[config.mk]
export PLATFORM = sky130hd
export DESIGN_NAME = carrier_pair_gen
export DESIGN_NICKNAME = d
export VERILOG_FILES = /design/src/rtl/cg_pkg.sv /design/src/rtl/cg_down_timer.sv /design/src/rtl/cg_enable_ctl.sv /design/src/rtl/cg_status.sv /design/src/rtl/carrier_pair_gen.sv
export SDC_FILE = /design/constraint.sdc
export NUM_CORES = 1
export LEC_CHECK = 0
export CAP_MARGIN = 20
export CELL_PAD_IN_SITES_DETAIL_PLACEMENT = 1
export CELL_PAD_IN_SITES_GLOBAL_PLACEMENT = 1
export CORE_ASPECT_RATIO = 1.5
export CORE_MARGIN = 3
export CORE_UTILIZATION = 40
export DETAILED_ROUTE_END_ITERATION = 8
export GPL_TIMING_DRIVEN = 0
export PLACE_DENSITY_LB_ADDON = 0.1
export SLEW_MARGIN = 0
export SYNTH_ARGS = -nofsm -noshare
export SYNTH_HDL_FRONTEND = slang
export SYNTH_SLANG_ARGS = --single-unit
[constraint.sdc]
create_clock -name clk -period 4.01 [get_ports clk]
set_input_delay 0.802 -clock clk [delete_from_list [all_inputs] [get_ports clk]]
set_output_delay 0.802 -clock clk [all_outputs]
set_load 0.02 [all_outputs]
[src/rtl/cg_pkg.sv]
package cg_pkg;
  typedef struct packed {
    logic load;
    logic run;
  } tmr_ctl_t;
  localparam int unsigned NUM_TMR = 2;
  localparam int unsigned IDX_NARROW = 0;
  localparam int unsigned IDX_WIDE = 1;
endpackage

[src/rtl/cg_down_timer.sv]
module cg_down_timer
  import cg_pkg::*;
#(
  parameter int unsigned W = 8
) (
  input  logic         clk,
  input  logic         rst_n,
  input  tmr_ctl_t     ctl,
  input  logic [W-1:0] hold_lo,
  input  logic [W-1:0] hold_hi,
  input  logic         init_lvl,
  output logic         out_q,
  output logic         tc
);
  localparam logic [W-1:0] CNT_ONE = {{(W-1){1'b0}}, 1'b1};

  logic [W-1:0] cnt_q;

  // terminal cycle: running with one count left
  assign tc = ctl.run & (cnt_q == CNT_ONE);

  always_ff @(posedge clk or negedge rst_n) begin
    if (!rst_n) begin
      cnt_q <= '0;
      out_q <= 1'b0;
    end else if (ctl.load) begin
      out_q <= init_lvl;
      cnt_q <= init_lvl ? hold_hi : hold_lo;
    end else if (ctl.run) begin
      if (cnt_q == CNT_ONE) begin
        out_q <= ~out_q;
        cnt_q <= out_q ? hold_lo : hold_hi;
      end else begin
        cnt_q <= cnt_q - CNT_ONE;
      end
    end
  end
endmodule

[src/rtl/cg_enable_ctl.sv]
module cg_enable_ctl
  import cg_pkg::*;
(
  input  logic               clk,
  input  logic               rst_n,
  input  logic               pingpong,
  input  logic [NUM_TMR-1:0] en_set,
  input  logic [NUM_TMR-1:0] en_clr,
  input  logic [NUM_TMR-1:0] cont,
  input  logic [NUM_TMR-1:0] tc,
  output logic [NUM_TMR-1:0] en_q,
  output logic [NUM_TMR-1:0] start
);
  for (genvar i = 0; i < NUM_TMR; i++) begin : g_en
    localparam int unsigned OTHER = NUM_TMR - 1 - i;
    logic stop_i;

    assign start[i] = (~en_q[i] & en_set[i] & ~en_clr[i]) | (pingpong & tc[OTHER]);
    assign stop_i   = en_clr[i] | (tc[i] & (pingpong | ~cont[i]));

    always_ff @(posedge clk or negedge rst_n) begin
      if (!rst_n)          en_q[i] <= 1'b0;
      else if (start[i])   en_q[i] <= 1'b1;
      else if (stop_i)     en_q[i] <= 1'b0;
    end
  end
endmodule

[src/rtl/cg_status.sv]
module cg_status
  import cg_pkg::*;
(
  input  logic               clk,
  input  logic               rst_n,
  input  logic [NUM_TMR-1:0] tc,
  input  logic [NUM_TMR-1:0] tmo_clr,
  input  logic [NUM_TMR-1:0] irq_en,
  output logic [NUM_TMR-1:0] tmo_q,
  output logic [NUM_TMR-1:0] irq_q
);
  for (genvar i = 0; i < NUM_TMR; i++) begin : g_st
    always_ff @(posedge clk or negedge rst_n) begin
      if (!rst_n) begin
        tmo_q[i] <= 1'b0;
        irq_q[i] <= 1'b0;
      end else begin
        irq_q[i] <= tc[i] & irq_en[i];
        if (tc[i])            tmo_q[i] <= 1'b1;
        else if (tmo_clr[i])  tmo_q[i] <= 1'b0;
      end
    end
  end
endmodule

[src/rtl/carrier_pair_gen.sv]
module carrier_pair_gen
  import cg_pkg::*;
#(
  parameter int unsigned W8  = 8,
  parameter int unsigned W16 = 16
) (
  input  logic           clk,
  input  logic           rst_n,
  input  logic [W8-1:0]  t8_hi_hold,
  input  logic [W8-1:0]  t8_lo_hold,
  input  logic [W16-1:0] t16_hold,
  input  logic           t8_init_lvl,
  input  logic           t16_init_lvl,
  input  logic           t8_cont,
  input  logic           t16_cont,
  input  logic           pingpong,
  input  logic           t8_en_set,
  input  logic           t8_en_clr,
  input  logic           t16_en_set,
  input  logic           t16_en_clr,
  input  logic           t8_tmo_clr,
  input  logic           t16_tmo_clr,
  input  logic           t8_irq_en,
  input  logic           t16_irq_en,
  output logic           t8_out,
  output logic           t16_out,
  output logic           t8_en,
  output logic           t16_en,
  output logic           t8_tmo,
  output logic           t16_tmo,
  output logic           t8_irq,
  output logic           t16_irq
);
  logic [NUM_TMR-1:0] en_q, start, tc, tmo_q, irq_q;
  logic               w_q;
  tmr_ctl_t           ctl_n, ctl_w;

  cg_enable_ctl u_ctl (
    .clk      (clk),
    .rst_n    (rst_n),
    .pingpong (pingpong),
    .en_set   ({t16_en_set, t8_en_set}),
    .en_clr   ({t16_en_clr, t8_en_clr}),
    .cont     ({t16_cont, t8_cont}),
    .tc       (tc),
    .en_q     (en_q),
    .start    (start)
  );

  assign ctl_n = '{load: start[IDX_NARROW], run: en_q[IDX_NARROW]};
  assign ctl_w = '{load: start[IDX_WIDE],   run: en_q[IDX_WIDE]};

  cg_down_timer #(.W(W8)) u_narrow (
    .clk      (clk),
    .rst_n    (rst_n),
    .ctl      (ctl_n),
    .hold_lo  (t8_lo_hold),
    .hold_hi  (t8_hi_hold),
    .init_lvl (t8_init_lvl),
    .out_q    (t8_out),
    .tc       (tc[IDX_NARROW])
  );

  cg_down_timer #(.W(W16)) u_wide (
    .clk      (clk),
    .rst_n    (rst_n),
    .ctl      (ctl_w),
    .hold_lo  (t16_hold),
    .hold_hi  (t16_hold),
    .init_lvl (t16_init_lvl),
    .out_q    (w_q),
    .tc       (tc[IDX_WIDE])
  );

  cg_status u_st (
    .clk     (clk),
    .rst_n   (rst_n),
    .tc      (tc),
    .tmo_clr ({t16_tmo_clr, t8_tmo_clr}),
    .irq_en  ({t16_irq_en, t8_irq_en}),
    .tmo_q   (tmo_q),
    .irq_q   (irq_q)
  );

  assign t16_out = en_q[IDX_WIDE] ? w_q : t16_init_lvl;
  assign t8_en   = en_q[IDX_NARROW];
  assign t16_en  = en_q[IDX_WIDE];
  assign t8_tmo  = tmo_q[IDX_NARROW];
  assign t16_tmo = tmo_q[IDX_WIDE];
  assign t8_irq  = irq_q[IDX_NARROW];
  assign t16_irq = irq_q[IDX_WIDE];
endmodule

==> metrics.cfg <==
[global_routing]
grt_usage_pct=24.1
grt_pass1_wl_um=12400
grt-ovfl-total=0
grt_pass1_vias=2539
grt_max_degree=33
antenna_found_initial=0

[power_and_ir_drop]
powerDensity_nw_per_um2=415
peakVddDrop_uv=259
p_leak_nw=1.17

[synthesis]
syn_area_um2=2320
synth_edf_count=0
yosysSeqAreaShare_pct=34.6
syn-instance-count=257
synth-main-ff-cell=dfrtp_1
synthArstFlopShare_pct=100
synth.avg_cell_area_um2=9.01
ys_ff_latch=32
synthDistinctLibCells=60
syn_nets=308
synth-warning-count=0

[setup_path]
path_max_fanout=2
critPathMaxStageDelay_ns=0.64
path_buf_inv=2
path_delay_family=buffers and inverters
criticalPathCategory=primary input to output pin
slowest_stage=clkdlybuf4s50_1
path_cells=clkdlybuf4s50_1 > mux2_2 > clkdlybuf4s50_1
regToRegSetupSlack_ns=1.53
worst_setup_path_end_kind=output pin
worstPathArrival_ns=2.09
crit_top_cell=clkdlybuf4s50_1
required_ns=3.21
cp-start-kind=primary input

[layout]
n_antenna_cell=0
drive_gt1_share_pct=11.3
finalInstanceArea_um2=3040
fillerInstances=687
layout_commonest_cell=clkdlybuf4s50_1
mostFrequentLayoutCells=clkdlybuf4s50_1 (52), dfrtp_1 (32), nand3_1 (16)
syn2layout_area_growth_pct=31.1
final_util_pct=54.9
instances_no_fill=388
fin_nets=368

[floorplanning]
die_y_um=99.2
die_w_um=68.1
ioPinCount=55
die_area_um2=6760
core.rowCount=33
initial_core_util_pct=41.9
core_um2=5530

[clocking]
clkSinkCount=32
post-cts-setup-buffers=0
clk_pin_slew_ns=0.07
cts_tree=built
cts.path.max_buffers=2
ctsHtreeMaxLevel=2
cts.repair.resized=0
cts_root_buf=clkbuf_8
clk_latency_ns=0.29
ctsHoldBuffers=0
cts_buffers=5

[sta]
fmax_mhz=345
skew_ns=0.00533
finalHoldViolations=0
period_share_pct=72.2
rsz0062_at_grt=false
period_minus_slack_ns=2.89
max_slew_margin_pct=48.1
finalWorstSetupSlack_ns=1.12
tns_ns=0
setup_violations=0
report.final.slew_viol_count=0
tightestPinTransition_ns=0.778

[detailed_routing]
totalWireLength_um=7540
ant_nets=0
drt-met1-wl_um=2870
vias=2319
wl_met3_um=224
first_iter_violations=86
highest_layer=met4
viasPerCell=5.98
drc_errors=0
post_drt_wl_per_cell_um=19.4
first_pass_iters=6
dr_wl_met2_um=4340

[place]
dp_hpwl_um=5740
gp_congestion=0.816
placed_cell_area_um2=2930
place_inst=380
port_buffers=53
post-place-ws_ns=1.13

[outcome]
status=completed

[min_path]
hp-class=flop to flop

[flow_run]
drv_cap=0

-- cell usage after synthesis, drive strengths merged (10+ instances only) --
cell type | n | area share [%]
inv | 15 | 2.4
clkbuf | 10 | 2.2
a21oi | 10 | 2.2
nand2 | 16 | 2.7
nand3 | 16 | 3.5
a211oi | 10 | 3.2
dfrtp | 32 | 35
o21ai | 12 | 2.6
mux2i | 10 | 4.3
nand4 | 11 | 3.2
nor3 | 12 | 2.6
-- worst paths after layout --
kind | startpoint | depth (start not counted) | to
setup / recovery | t16_init_lvl | 3 | t16_out
hold / removal | u_st.tmo_q[0]$_DFFE_PN0P_ | 2 | u_st.tmo_q[0]$_DFFE_PN0P_
setup reg to reg | u_wide.cnt_q[1]$_DFFE_PN0P_ | 8 | u_wide.cnt_q[15]$_DFFE_PN0P_
hold reg to reg | u_st.tmo_q[0]$_DFFE_PN0P_ | 2 | u_st.tmo_q[0]$_DFFE_PN0P_
max in group asynchronous | rst_n | 1 | u_narrow.cnt_q[5]$_DFFE_PN0P_
min in group asynchronous | rst_n | 1 | u_st.tmo_q[1]$_DFFE_PN0P_
-- cell type report --
| type | instances | area (µm²) | area share (%) |
|---|---|---|---|
| Inverter | 15 | 56.3 | 1.85 |
| Sequential cell | 32 | 801 | 26.4 |
| Multi-Input combinational cell | 193 | 1340 | 44.3 |
| Clock inverter | 2 | 35.0 | 1.15 |
| Clock buffer | 6 | 72.6 | 2.39 |
| Timing Repair Buffer | 53 | 526 | 17.3 |
| Buffer | 17 | 115 | 3.79 |
| Tap cell | 70 | 87.6 | 2.88 |
-- metal layers --
layer / vias to the layer above / track usage [%]
li1: 1105 / -
met4: 0 / 9.34
met5: - / 0
met3: 8 / 2.94
met2: 42 / 45.6
met1: 1164 / 25.7
-- power by group --
| group | total, mW | leakage, nW | switching [mW] | internal [mW] |
|---|---|---|---|---|
| registers | 0.518 | 0.367 | 0.113 | 0.406 |
| logic | 0.428 | 0.745 | 0.219 | 0.209 |
| clock network | 0.314 | 0.0552 | 0.129 | 0.184 |
-- cell families after synthesis --
family          count (synthesis)  share of synthesized area [%]
xor+xnor                        2                          0.756
buf+inv                        32                           7.40
fa+ha+maj                       4                           2.16
compound gates                 71                           22.6
flops                          32                           34.6
simple gates                  104                           27.2
mux                            12                           5.29
-- state kept, by name (all words and copies together), names as in the netlist --
signal          flops
u_narrow.out_q      1
u_narrow.cnt_q      8
u_ctl.en_q          2
u_wide.out_q        1
u_wide.cnt_q       16
u_st.irq_q          2
u_st.tmo_q          2
-- worst reg2reg max path, stage by stage, from the launching register on --
cell,delay [ns]
dfrtp_1,0.40
inv_1,0.09
ha_1,0.15
nor4b_1,0.57
nand4_2,0.35
nand2_2,0.28
buf_2,0.28
o21ai_0,0.13
a22oi_1,0.15
-- through the flow --
step / hold WS [ns] / power, mW
final: 0.534 / 1.26
after global routing: 0.580 / 1.35
after CTS: 0.540 / 1.27
after floorplan: 0.504 / 0.781
after detailed placement: 0.531 / 0.950
after global placement: 0.509 / 0.925
(Power assumes the default switching activity.)
